[src/rtl/vdet_pkg.sv]
package vdet_pkg;
    localparam int DW     = 8;
    localparam int AW     = 2;
    localparam int TRIP_W = 4;
    localparam int CNT_W  = 8;

    localparam logic [AW-1:0] ADDR_CTRL = 2'd0;
    localparam logic [AW-1:0] ADDR_STAT = 2'd1;
    localparam logic [AW-1:0] ADDR_IEN  = 2'd2;

    localparam int CTRL_EN_BIT  = 4;
    localparam int CTRL_DIR_BIT = 7;
    localparam int STAT_FLG_BIT = 0;
    localparam int STAT_RDY_BIT = 1;
    localparam int IEN_LOC_BIT  = 0;
    localparam int IEN_GLB_BIT  = 1;

    localparam logic [DW-1:0] WR_MASK = 8'h9F;

    typedef struct packed {
        logic              en;
        logic              dir;
        logic [TRIP_W-1:0] trip;
        logic              flag;
        logic              loc_ie;
        logic              glb_ie;
    } vdet_regs_t;

    typedef struct packed {
        logic [CNT_W-1:0] cnt;
        logic             ready;
    } vdet_tmr_t;
endpackage

[src/rtl/vdet_sync.sv]
module vdet_sync #(
    parameter int STAGES = 2
) (
    input  logic clk,
    input  logic rst_n,
    input  logic d,
    output logic q
);
    logic [STAGES-1:0] chain_d, chain_q;

    generate
        if (STAGES == 1) begin : g_one
            always_comb chain_d = d;
        end else begin : g_many
            always_comb chain_d = {chain_q[STAGES-2:0], d};
        end
    endgenerate

    always_ff @(posedge clk or negedge rst_n) begin
        if (!rst_n) chain_q <= '0;
        else        chain_q <= chain_d;
    end

    assign q = chain_q[STAGES-1];
endmodule

[src/rtl/vdet_startup.sv]
module vdet_startup
    import vdet_pkg::*;
#(
    parameter int TERM = 200
) (
    input  logic clk,
    input  logic rst_n,
    input  logic en,
    input  logic tick,
    output logic ready
);
    localparam logic [CNT_W-1:0] LAST = CNT_W'(TERM - 1);

    vdet_tmr_t tmr_d, tmr_q;

    always_comb begin
        tmr_d = tmr_q;
        if (!en) begin
            tmr_d.cnt   = '0;
            tmr_d.ready = 1'b0;
        end else if (!tmr_q.ready && tick) begin
            if (tmr_q.cnt == LAST) begin
                tmr_d.cnt   = '0;
                tmr_d.ready = 1'b1;
            end else begin
                tmr_d.cnt = tmr_q.cnt + 1'b1;
            end
        end
    end

    always_ff @(posedge clk or negedge rst_n) begin
        if (!rst_n) tmr_q <= '0;
        else        tmr_q <= tmr_d;
    end

    assign ready = tmr_q.ready;
endmodule

[src/rtl/vdet_irq_ctrl.sv]
module vdet_irq_ctrl
    import vdet_pkg::*;
#(
    parameter int STARTUP_TICKS = 200,
    parameter int SYNC_STAGES   = 2
) (
    input  logic              clk,
    input  logic              rst_n,
    input  logic              reg_wr,
    input  logic [AW-1:0]     reg_addr,
    input  logic [DW-1:0]     reg_wdata,
    output logic [DW-1:0]     reg_rdata,
    input  logic              cmp_above,
    input  logic              slow_tick,
    output logic              det_en,
    output logic [TRIP_W-1:0] trip_sel,
    output logic              irq
);
    vdet_regs_t    regs_d, regs_q;
    logic          cmp_s;
    logic          ref_ready;
    logic          cond_hit;
    logic          flag_now;
    logic [DW-1:0] wbyte;

    vdet_sync #(.STAGES(SYNC_STAGES)) u_sync (
        .clk   (clk),
        .rst_n (rst_n),
        .d     (cmp_above),
        .q     (cmp_s)
    );

    vdet_startup #(.TERM(STARTUP_TICKS)) u_startup (
        .clk   (clk),
        .rst_n (rst_n),
        .en    (regs_q.en),
        .tick  (slow_tick),
        .ready (ref_ready)
    );

    always_comb begin
        regs_d   = regs_q;
        wbyte    = reg_wdata & WR_MASK;
        cond_hit = regs_q.en & ref_ready & (regs_q.dir ? cmp_s : ~cmp_s);

        if (reg_wr && reg_addr == ADDR_CTRL) begin
            regs_d.en   = wbyte[CTRL_EN_BIT];
            regs_d.dir  = wbyte[CTRL_DIR_BIT];
            regs_d.trip = wbyte[TRIP_W-1:0];
        end
        if (reg_wr && reg_addr == ADDR_IEN) begin
            regs_d.loc_ie = wbyte[IEN_LOC_BIT];
            regs_d.glb_ie = wbyte[IEN_GLB_BIT];
        end
        if (cond_hit) begin
            regs_d.flag = 1'b1;
        end else if (reg_wr && reg_addr == ADDR_STAT && !wbyte[STAT_FLG_BIT]) begin
            regs_d.flag = 1'b0;
        end
    end

    always_ff @(posedge clk or negedge rst_n) begin
        if (!rst_n) regs_q <= '0;
        else        regs_q <= regs_d;
    end

    always_comb begin
        reg_rdata = '0;
        case (reg_addr)
            ADDR_CTRL: begin
                reg_rdata[CTRL_EN_BIT]  = regs_q.en;
                reg_rdata[CTRL_DIR_BIT] = regs_q.dir;
                reg_rdata[TRIP_W-1:0]   = regs_q.trip;
            end
            ADDR_STAT: begin
                reg_rdata[STAT_FLG_BIT] = regs_q.flag;
                reg_rdata[STAT_RDY_BIT] = ref_ready;
            end
            ADDR_IEN: begin
                reg_rdata[IEN_LOC_BIT] = regs_q.loc_ie;
                reg_rdata[IEN_GLB_BIT] = regs_q.glb_ie;
            end
            default: reg_rdata = '0;
        endcase
    end

    assign flag_now = regs_q.flag;
    assign det_en   = regs_q.en;
    assign trip_sel = regs_q.trip;
    assign irq      = flag_now & regs_q.loc_ie & regs_q.glb_ie;
endmodule

[config.mk]
export PLATFORM = sky130hd
export DESIGN_NAME = vdet_irq_ctrl
export DESIGN_NICKNAME = d
export VERILOG_FILES = /design/src/rtl/vdet_pkg.sv /design/src/rtl/vdet_sync.sv /design/src/rtl/vdet_startup.sv /design/src/rtl/vdet_irq_ctrl.sv
export SDC_FILE = /design/constraint.sdc
export NUM_CORES = 1
export LEC_CHECK = 0
export ABC_AREA = 1
export BUFFER_PORTS_ARGS = -buffer_cell sky130_fd_sc_hd__buf_2
export CAP_MARGIN = 20
export CORE_ASPECT_RATIO = 1.2
export CORE_MARGIN = 2
export CORE_UTILIZATION = 55
export CTS_BUF_LIST = sky130_fd_sc_hd__clkbuf_4 sky130_fd_sc_hd__clkbuf_8 sky130_fd_sc_hd__clkbuf_16
export DETAILED_ROUTE_END_ITERATION = 8
export PLACE_DENSITY = 0.83
export SYNTH_ARGS = -nofsm -noshare
export SYNTH_HDL_FRONTEND = slang
export SYNTH_SLANG_ARGS = --single-unit
[constraint.sdc]
create_clock -name clk -period 2.2 [get_ports clk]
set_input_delay 0.11 -clock clk [delete_from_list [all_inputs] [get_ports clk]]
set_output_delay 0.11 -clock clk [all_outputs]
set_load 0.05 [all_outputs]
Yosys cells after proc, flatten, opt, wreduce, memory -nomap -nowiden
Index checks and enable logic that the tools add are counted.
{"block": "word_totals", "rom_bits": 0, "register_bits": 20, "word_cells": 40, "mem_bits_rw": 0, "latch_bits": 0, "n_memories": 0, "out_inout_bits": 14, "in_bits": 15}
{"block": "classes", "multipliers": 0, "mux": 10, "shifts": 0, "reduce_logical": 10, "div": 0, "eq_ne": 5, "bitwise_logic": 5, "n_lt_le_gt_ge": 0, "n_addsub": 1}
{"operator": "9-bit 2-to-1 mux", "n": 2}
{"operator": "8-bit by 1-bit adder with 8-bit output (second input constant)", "n": 1}
{"operator": "8-bit == test (second input constant)", "n": 1}
{"operator": "8-bit 2-to-1 mux", "n": 1}
{"operator": "2-bit one-hot mux with 3 select lines", "n": 1}
{"operator": "1-bit logical AND", "n": 5}
{"operator": "1-bit 2-to-1 mux", "n": 5}
{"operator": "1-bit AND", "n": 4}
{"operator": "2-bit by 1-bit != test with 1-bit output (second input constant)", "n": 2}
{"operator": "3-bit 2-to-1 mux", "n": 1}
{"operator": "2-bit by 1-bit == test with 1-bit output (second input constant)", "n": 1}
{"operator": "2-bit == test (second input constant)", "n": 1}
{"operator": "1-bit zero test", "n": 2}
{"operator": "2-bit zero test", "n": 1}
{"operator": "2-bit AND reduction", "n": 1}
{"operator": "2-bit nonzero test", "n": 1}
{"operator": "1-bit inverter", "n": 1}

Longest topological paths before layout
Gate-level depths: netlist of the first run.
{"block": "logic_depth", "depth_word": 5, "depth_mapped": 8, "depth_no_buf": 8}

By module
Synthesis of the first run repeated with hierarchy kept, for this count alone.
{"block": "unflattened", "cells_unflattened": 144, "hier_area_um2": 1094.8}
{"module": "vdet_irq_ctrl", "seq_area_each_um2": 225.2, "area_per_inst_um2": 533.0, "cells_each": 74, "n_inst": 1}
{"module": "vdet_startup", "seq_area_each_um2": 225.2, "area_per_inst_um2": 511.7, "cells_each": 68, "n_inst": 1}
{"module": "vdet_sync", "seq_area_each_um2": 50.0, "area_per_inst_um2": 50.0, "cells_each": 2, "n_inst": 1}

Worst setup path after synthesis of the first run
Ideal clock, no wire load.
{"block": "synth_timing", "kind": "reg2out", "from": "register regs_q[8] (netlist: det_en)", "to": "output port reg_rdata[4]", "arrival_ps": 1540, "path_stages_with_launch": 4, "slack_ps": 550, "t_required_ps": 2090, "path_buffers": 1, "cell_sequence": "dfrtp_1 > buf_6 > inv_1 > nor2_1"}
{"block": "synth_via", "elab_chain_cells": 1}
{"item": "start, declared", "line_no": "vdet_irq_ctrl.sv:19", "rtl": "vdet_regs_t regs_d, regs_q;"}
{"item": "start signal, assigned", "line_no": "vdet_irq_ctrl.sv:64", "rtl": "else regs_q <= regs_d;"}
{"item": "3-bit 2-to-1 mux", "line_no": "vdet_irq_ctrl.sv:69", "rtl": "case (reg_addr)"}
{"item": "end, declared", "line_no": "vdet_irq_ctrl.sv:12", "rtl": "output logic [DW-1:0] reg_rdata,"}
Every way passes these cells.

Worst setup path in the final report of the first run
Ends and elaborated chain as after synthesis.

==> impl_metrics.yaml, run 1 <==
place:
  placed_cells: 171
  hpwl_mm: 1.541
  gp_congestion: 0.7852
  port_buffers: 24
cts:
  htreeDepth: 1
  cts_resized: 0
  post-cts-setup-buffers: 0
  cts_tree: "yes"
  insertion_delay_ps: 290
  clockBufferDepth: 2
  hold_buffers: 2
  path_clk_slew_ps: 110
  clockRootBuffer: "clkbuf_4"
  clock_sinks: 20
  numCtsBuffers: 3
routing:
  vias: 893
  wl_mm: 1.968
  ant_nets: 0
  viasPerCell: 5.045
  drtPass1Iterations: 4
  wl_per_cell_microns: 11.12
  drc: 0
  drt_iter0_markers: 11
setup_path:
  critical_path_cell_count: 3
  path_cells: "inv_1, nor2_1, buf_2"
  cpLargestDelayFamily: "flip-flops"
  r2r_slack_ps: 880
  cp.required_ps: 2090
  cp_max_fo: 11
  cpMaxStageDelayCell: "dfrtp_1"
  crit_type: "reg -> out"
  worst_setup_path_end_kind: "output pin"
  worst_r2r_path_depth: 8
  arrival_ps: 1380
  crit_buf_inv: 2
  critPathLaunchType: "flop"
  max_stage_delay_ps: 600
power_and_ir_drop:
  p_per_area_mw_per_mm2: 787.7
  p_leak_nw: 0.6422
  ir_drop_mv: 0.6322
cells_and_area:
  drive_gt1_frac: 0.2658
  final_nets: 175
  synthToLayoutAreaGrowth_pct: 11.51
  final_core_util: 0.6552
  fillerInstances: 172
  insertedDiodeCount: 0
  regArea_sq_um: 500.5
  final_cells: 177
  multi_input_area_sq_um: 444.2
synth:
  synth_most_common_cell: "nand2_1"
  yosys_warnings: 0
  synth_area_sq_mm: 0.001087
  synthTopCellsByCount: "25 x nand2_1, 20 x dfrtp_1, 20 x nor2_1"
  synthFlopType: "dfrtp_1"
  async_reset_ff_frac: 1.000
  yosysTopAreaCellShare: 0.4603
  synthDistinctLibCells: 22
  syn-instance-count: 136
  synth_area_per_cell_sq_um: 7.995
  synth-seq-area-share: 0.4603
  yosysTopAreaCell: "dfrtp_1"
  synth-edff-count: 0
  ys_ff_latch: 20
  ys_top_cells_by_area: "dfrtp_1 46%, nand2_1 8.6%, nor2_1 6.9%, inv_1 5.2%, buf_4 4.1%"
die:
  core_area_sq_mm: 0.001851
  die_w_microns: 44.59
  die-area_sq_mm: 0.002350
  dieHeight_microns: 52.71
  ios: 29
  initial_core_util: 0.5876
  row_count: 17
sta:
  min_period_ps: 1494
  max_freq_mhz: 669.2
  layout_worst_path_cycle_share: 0.6792
  setup-tns-final_ps: 0
  drv_slew: 0
  rsz0062_at_grt: "no"
  skew_ps: 4.755
  setup_violations: 0
  final_hold_viol_count: 0
global_route:
  antenna_found_initial: 0
  grt-ovfl-total: 0
  grt_pass1_wl_mm: 3.298
  grt_max_degree: 21
  grt_pass1_vias: 825
  grtUsageTotal: 0.1983
hold_path:
  hp-class: "in -> reg"
  holdPathStages: 3
run_status:
  outcome: "finished clean"
run:
  drv_cap: 0
kinds of logic after synthesis:
| kind of cell | Yosys count | synth area share |
|---|---|---|
| buffers and inverters | 27 | 0.1346 |
| flip-flops | 20 | 0.4603 |
| adder cells (fa/ha/maj) | 1 | 0.01151 |
| AND/OR/NAND/NOR | 67 | 0.2865 |
| AO/OA/AOI/OAI | 18 | 0.08746 |
| XOR/XNOR | 2 | 0.01611 |
| other | 1 | 0.003449 |
stage by stage:
| stage | cell area [sq um] | hold slack (ps) | power, mW | worst slack, ps |
|---|---|---|---|---|
| 3_3_place_gp | 1156 | 74.83 | 0.7387 | 945.3 |
| 3_5_place_dp | 1156 | 80.56 | 0.7501 | 901.8 |
| 5_1_grt | 1212 | 78.18 | 1.012 | 580.4 |
| 6_report | 1212 | 60.12 | 0.9550 | 705.7 |
| 2_1_floorplan | 1091 | -185.6 | 0.7072 | 550.1 |
| 4_1_cts | 1212 | 60.10 | 0.9626 | 706.8 |
worst register-to-register path, stage by stage (launching register included):
cell and delay, ps:
dfrtp_1 430, ha_1 200, nand2_2 90, nor2_1 150, nand2_2 90, nand2_2 80
nand2_2 80, nand2_1 60, nor2_1 40
path summary, 6_finish.rpt:
kind | from | to
min reg2reg | u_sync.chain_q[0]$_DFF_PN0_ | u_sync.chain_q[1]$_DFF_PN0_
max reg2reg | u_startup.tmr_q[1]$_DFFE_PN0P_ | u_startup.tmr_q[8]$_DFFE_PN0P_
max | det_en$_DFFE_PN0P_ | reg_rdata[4]
max in group asynchronous | rst_n | regs_q[0]$_DFFE_PN0P_
min in group asynchronous | rst_n | trip_sel[0]$_DFFE_PN0P_
min | reg_wdata[2] | trip_sel[2]$_DFFE_PN0P_
cells in the final DEF, fill, tap and decap left out, drive strengths merged:
cell type	Yosys	final
nor2	23	23
xor2	2	2
conb	1	2
dfrtp	20	20
nand3	8	8
clkbuf	0	4
a21oi	6	6
nand2	32	32
o21ai	10	10
or2	1	1
dlygate4sd3	0	2
o211ai	2	2
nand4	3	3
ha	1	1
buf	9	24
inv	18	18
where the power goes:
group / switching [mW] / internal, mW
Combinational: 0.197 / 0.0781
Clock: 0.107 / 0.101
Sequential: 0.0534 / 0.419
Total: 0.357 / 0.598
flip-flops by register name, indices dropped and copies added (netlist names):
register	flops
u_startup.tmr_q	8
trip_sel	4
regs_q	3
u_sync.chain_q	2
det_en	1
flag_now	1
u_startup.ready	1
layout make-up:
| type | count | area share |
|---|---|---|
| Multi-Input combinational cell | 90 | 0.3664 |
| Inverter | 18 | 0.05573 |
| Clock buffer | 4 | 0.02993 |
| Tap cell | 19 | 0.01961 |
| Sequential cell | 20 | 0.4128 |
| Timing Repair Buffer | 26 | 0.1156 |
routing by layer:
metal | wire length [microns] | vias up | track usage
met5 | 0 | - | 0
met4 | 16 | 0 | 0.1010
met3 | 90 | 2 | 0.03448
met2 | 1022 | 22 | 0.3623
met1 | 838 | 409 | 0.2112
li1 | - | 460 | -
Power figures use the tool's default switching activity.
==> run 2, diff against run 1 <==
--- a/config.mk
+++ b/config.mk
@@ -10,10 +10,10 @@
 export CAP_MARGIN = 20
 export CORE_ASPECT_RATIO = 1.2
 export CORE_MARGIN = 2
-export CORE_UTILIZATION = 55
+export CORE_UTILIZATION = 51
 export CTS_BUF_LIST = sky130_fd_sc_hd__clkbuf_4 sky130_fd_sc_hd__clkbuf_8 sky130_fd_sc_hd__clkbuf_16
 export DETAILED_ROUTE_END_ITERATION = 8
-export PLACE_DENSITY = 0.83
+export PLACE_DENSITY = 0.78
 export SYNTH_ARGS = -nofsm -noshare
 export SYNTH_HDL_FRONTEND = slang
 export SYNTH_SLANG_ARGS = --single-unit
==> constraint.sdc (replaced) <==
create_clock -name clk -period 1.4 [get_ports clk]
set_input_delay 0.07 -clock clk [delete_from_list [all_inputs] [get_ports clk]]
set_output_delay 0.07 -clock clk [all_outputs]
set_load 0.05 [all_outputs]
==> impl_metrics.yaml, run 2 (synthesis results as in run 1) <==
setup_path:
  cp.required_ps: 1330
  r2r_slack_ps: 170
  cp_max_fo: 4
  worst_r2r_path_depth: 8
  arrival_ps: 1170
  timing.rr.end: "u_startup.tmr_q[5]$_DFFE_PN0P_"
  critPathLaunchType: "flop"
  worst_setup_path_end_kind: "output pin"
  r2r_start: "u_startup.tmr_q[2]$_DFFE_PN0P_"
  crit_type: "reg -> out"
place:
  placed_cells: 173
  gp_congestion: 0.7885
  placed_area_sq_mm: 0.001167
  hpwl_mm: 1.568
  port_buffers: 24
cells_and_area:
  drive_gt1_frac: 0.2813
  regMostFlops: "u_startup.tmr_q"
  largest_register_ff_count: 8
  insertedDiodeCount: 0
  final_nets: 177
  final_cell_area_sq_mm: 0.001231
  synthToLayoutAreaGrowth_pct: 13.23
  fillerInstances: 206
  final_common_cell: "nand2_1"
  layout_common_cells: "25 x nand2_1, 24 x buf_2, 20 x dfrtp_1"
  final_cells: 180
sta:
  skew_ps: 3.241
  final_hold_viol_count: 0
  drv_slew: 0
  rsz0062_at_grt: "no"
  setup_violations: 0
  setup-tns-final_ps: 0
  min_period_ps: 1244
  layout_worst_path_cycle_share: 0.8887
  max_freq_mhz: 803.7
cts:
  cts_tree: "yes"
  insertion_delay_ps: 290
  numCtsBuffers: 3
  clockBufferDepth: 2
  clockRootBuffer: "clkbuf_4"
  path_clk_slew_ps: 110
  htreeDepth: 1
  cts_resized: 0
  clock_sinks: 20
global_route:
  antenna_found_initial: 0
  grt_max_degree: 21
  grt_pass1_vias: 818
  grtUsageTotal: 0.1808
  grt_pass1_wl_mm: 3.256
  grt-ovfl-total: 0
hold_path:
  whs_endpoint: "trip_sel[3]$_DFFE_PN0P_"
  hp-class: "in -> reg"
  holdPathStages: 3
  min_from: "reg_wdata[3]"
routing:
  wl_per_cell_microns: 11.02
  wl_mm: 1.983
  ant_nets: 0
  drtPass1Iterations: 4
  vias: 899
  drc: 0
  drt_iter0_markers: 14
  viasPerCell: 4.994
die:
  die-area_sq_mm: 0.002519
  ios: 29
  initial_core_util: 0.5364
  dieHeight_microns: 54.58
  row_count: 18
  die_w_microns: 46.15
  core_area_sq_mm: 0.002027
run:
  drv_cap: 0
power_and_ir_drop:
  p_per_area_mw_per_mm2: 1227
  p_leak_nw: 0.6516
  ir_drop_mv: 0.8067
run_status:
  outcome: "finished clean"
run 2: metrics by stage:
step	power, mW	hold WS [ps]	setup WS, ps	utilization
after floorplan	1.113	-225.6	8.927	-
final	1.510	29.79	155.8	0.6074
after global placement	1.169	37.11	159.9	0.5759
after detailed placement	1.188	37.51	132.0	0.5759
after global routing	1.611	50.99	28.93	0.6074
after CTS	1.514	24.36	107.9	0.6037
run 2: what timing repair did:
item / 4_1_cts / 5_1_grt
setup buffers: 0 / 1
hold endpoints to repair: 21 / 0
endpoints found under the setup margin: 0 / 1
hold buffers: 2 / 0
run 2: critical path, cell delays in order (launching register included):
cell and delay, ps:
dfrtp_1 450, inv_1 90, nor2_2 90, buf_2 260
run 2: layout make-up:
cell class | count | area [sq um] | share of cell area
flip-flops and latches | 20 | 500.5 | 0.4065
multi-input cells | 90 | 446.7 | 0.3628
repair buffers | 28 | 155.1 | 0.1260
inverters | 18 | 67.56 | 0.05488
clock buffers | 4 | 36.28 | 0.02947
well taps | 20 | 25.02 | 0.02033
run 2: worst max-delay path by stage:
stage | to | start | slack, ps
6_report | reg_rdata[4] | det_en$_DFFE_PN0P_ | 160
5_1_grt | u_startup.tmr_q[8]$_DFFE_PN0P_ | u_startup.tmr_q[1]$_DFFE_PN0P_ | 30
4_1_cts | u_startup.tmr_q[5]$_DFFE_PN0P_ | u_startup.tmr_q[1]$_DFFE_PN0P_ | 110
3_5_place_dp | u_startup.tmr_q[8]$_DFFE_PN0P_ | u_startup.tmr_q[1]$_DFFE_PN0P_ | 130
3_3_place_gp | u_startup.tmr_q[5]$_DFFE_PN0P_ | u_startup.tmr_q[1]$_DFFE_PN0P_ | 160
2_1_floorplan | reg_rdata[4] | det_en$_DFFE_PN0P_ | 9
run 2: power by group:
| part | total, mW | switching, mW | internal, mW |
|---|---|---|---|
| combinational | 0.471 | 0.329 | 0.143 |
| clock | 0.319 | 0.161 | 0.158 |
| sequential | 0.720 | 0.0619 | 0.658 |
| total | 1.51 | 0.551 | 0.959 |
run 2: routing by layer:
metal | routed length (microns) | global-route usage
met3 | 70 | 0.02310
met1 | 824 | 0.2063
met4 | 14 | 0.05714
met5 | 0 | 0
met2 | 1073 | 0.3403
==> run 3, diff against run 2 <==
--- a/config.mk
+++ b/config.mk
@@ -5,15 +5,14 @@
 export SDC_FILE = /design/constraint.sdc
 export NUM_CORES = 1
 export LEC_CHECK = 0
-export ABC_AREA = 1
 export BUFFER_PORTS_ARGS = -buffer_cell sky130_fd_sc_hd__buf_2
 export CAP_MARGIN = 20
 export CORE_ASPECT_RATIO = 1.2
 export CORE_MARGIN = 2
-export CORE_UTILIZATION = 51
+export CORE_UTILIZATION = 50
 export CTS_BUF_LIST = sky130_fd_sc_hd__clkbuf_4 sky130_fd_sc_hd__clkbuf_8 sky130_fd_sc_hd__clkbuf_16
 export DETAILED_ROUTE_END_ITERATION = 8
-export PLACE_DENSITY = 0.78
+export PLACE_DENSITY = 0.77
 export SYNTH_ARGS = -nofsm -noshare
 export SYNTH_HDL_FRONTEND = slang
 export SYNTH_SLANG_ARGS = --single-unit
==> impl_metrics.yaml, run 3 <==
run_status:
  violations: "setup timing"
  outcome: "finished with violations"
power_and_ir_drop:
  power.total_mw: 1.464
  p_per_area_mw_per_mm2: 1053
  ir_drop_mv: 0.7564
  p_leak_nw: 0.6407
synth:
  synthTopCellsByCount: "20 x dfrtp_1, 8 x mux2_2, 8 x nand2_1"
  yosysTopAreaCell: "dfrtp_1"
  ys_ff_latch: 20
  synthFlopType: "dfrtp_1"
  async_reset_ff_frac: 1.000
  synth-seq-area-share: 0.4785
  synth-edff-count: 0
  ys_top_cells_by_area: "dfrtp_1 48%, mux2_2 8.6%, buf_4 4.3%, and2_1 4.2%, xnor2_1 3.3%"
  synth_area_per_cell_sq_um: 11.13
  yosys_warnings: 0
  syn-instance-count: 94
  synth_area_sq_mm: 0.001046
  synthDistinctLibCells: 32
  synth_most_common_cell: "dfrtp_1"
  yosysTopAreaCellShare: 0.4785
die:
  row_count: 18
  die-area_sq_mm: 0.002476
  initial_core_util: 0.5160
  dieHeight_microns: 54.11
  ios: 29
  core_area_sq_mm: 0.002027
  die_w_microns: 45.76
global_route:
  grt_pass1_vias: 788
  grt_pass1_wl_mm: 3.498
  grt-ovfl-total: 0
  grtUsageTotal: 0.1997
  grt_max_degree: 21
  antenna_found_initial: 0
setup_path:
  worst_setup_path_end_kind: "flop"
  critPathLaunchType: "flop"
  cp.required_ps: 1640
  path_cells: "ha_2, nand4_1, nor4_2, buf_4, or4_4, a21boi_2"
  crit_type: "reg -> reg"
  max_stage_delay_ps: 420
  timing.rr.end: "u_startup.tmr_q[4]$_DFFE_PN0P_"
  r2r_slack_ps: -130
  r2r_start: "u_startup.tmr_q[2]$_DFFE_PN0P_"
  worst_r2r_path_depth: 6
  arrival_ps: 1770
  cpMaxStageDelayCell: "dfrtp_1"
  cp_max_fo: 3
cts:
  clockRootBuffer: "clkbuf_4"
  htreeDepth: 1
  insertion_delay_ps: 300
  cts_tree: "yes"
  clock_sinks: 20
  numCtsBuffers: 3
  clockBufferDepth: 2
  path_clk_slew_ps: 120
place:
  hpwl_mm: 1.465
  placed_cells: 139
  port_buffers: 24
  gp_congestion: 0.8054
  dpl_worst_slack_ps: -198.7
  placed_area_sq_mm: 0.001205
cells_and_area:
  final_cells: 154
  final_cell_area_sq_mm: 0.001390
  drive_gt1_frac: 0.5000
  layout_common_cells: "23 x buf_2, 17 x dfrtp_1, 14 x buf_4"
  final_common_cell: "buf_2"
  final_core_util: 0.6858
  insertedDiodeCount: 0
  synthToLayoutAreaGrowth_pct: 32.89
  regMostFlops: "u_startup.tmr_q"
  final_nets: 151
  largest_register_ff_count: 8
run:
  drv_cap: 0
routing:
  drtPass1Iterations: 4
  wl_mm: 2.370
  drt_iter0_markers: 23
  wl_per_cell_microns: 15.39
  ant_nets: 0
  drc: 0
  vias: 841
  viasPerCell: 5.461
hold_path:
  whs_endpoint: "regs_q[0]$_DFFE_PN0P_"
  min_from: "reg_wdata[1]"
  hp-class: "in -> reg"
  holdPathStages: 2
sta:
  setup_ws_ps: -129.3
  drv_slew: 0
  setup-tns-final_ps: -491.4
  skew_ps: 5.666
  min_period_ps: 1529
  final_hold_viol_count: 0
  hold_slack_ps: 6.258
  setup_violations: 6
  layout_worst_path_cycle_share: 1.092
  max_freq_mhz: 653.9
  rsz0062_at_grt: "yes"
-- run 3: cell types whose count changed after synthesis, sizes merged, moves of 3 or more --
cell    before  now
a21oi        6    1
and2         0    7
a21boi       0    3
and3         0    3
mux2         0    8
nor2        23    1
nor2b        0    3
nand3        8    3
inv         18    1
xnor2        0    4
nand2       32    8
o21ai       10    5
-- run 3: kinds of logic after synthesis --
group | count (synthesis) | synth area share
AO/OA/AOI/OAI | 13 | 0.09928
XOR/XNOR | 5 | 0.04186
multiplexers | 10 | 0.1053
buffers and inverters | 9 | 0.05501
adder cells (fa/ha/maj) | 1 | 0.01196
AND/OR/NAND/NOR | 35 | 0.2045
flip-flops | 20 | 0.4785
other | 1 | 0.003585
-- run 3: area by class of cell --
class	count	area (sq um)
Fill cell	159	636.9
Sequential cell	20	504.2
Inverter	1	3.754
Clock buffer	4	36.28
Timing Repair Buffer	43	280.3
Tap cell	20	25.02
Multi-Input combinational cell	66	540.5
-- run 3: repair_timing --
item / in CTS / in global routing
hold buffers: 6 / 0
setup endpoints to repair: 7 / 8
cloned: 0 / 0
hold endpoints to repair: 25 / 0
pin swaps: 7 / 7
gates resized for setup: 9 / 7
setup buffers: 3 / 3
-- run 3: critical path: cells and delay by family (launching register included) --
kind	cells	cell delay, ps
AO/OA/AOI/OAI	1	130
AND/OR/NAND/NOR	3	580
buffers and inverters	1	140
adder cells (fa/ha/maj)	1	200
flip-flops	1	420
-- run 3: power breakdown --
group	leakage, nW	internal [mW]	switching (mW)
registers	0.252	0.634	0.0455
clock network	0.0210	0.159	0.184
logic	0.368	0.160	0.282
-- run 3: worst max-delay path by stage --
stage	startpoint	cells after the start	slack, ps	endpoint
5_1_grt	u_startup.tmr_q[1]$_DFFE_PN0P_	5	-190	u_startup.tmr_q[6]$_DFFE_PN0P_
3_5_place_dp	u_startup.tmr_q[1]$_DFFE_PN0P_	6	-200	u_startup.tmr_q[4]$_DFFE_PN0P_
4_1_cts	u_startup.tmr_q[1]$_DFFE_PN0P_	6	-170	u_startup.tmr_q[4]$_DFFE_PN0P_
2_1_floorplan	u_startup.tmr_q[2]$_DFFE_PN0P_	5	20	u_startup.tmr_q[4]$_DFFE_PN0P_
6_report	u_startup.tmr_q[2]$_DFFE_PN0P_	6	-130	u_startup.tmr_q[4]$_DFFE_PN0P_
3_3_place_gp	u_startup.tmr_q[1]$_DFFE_PN0P_	6	-110	u_startup.tmr_q[4]$_DFFE_PN0P_
-- run 3: layer usage --
| layer | wire length [microns] | track usage |
|---|---|---|
| met3 | 68 | 0.02013 |
| met2 | 1307 | 0.3474 |
| met1 | 962 | 0.2543 |
| met5 | 0 | 0 |
| met4 | 31 | 0.07143 |
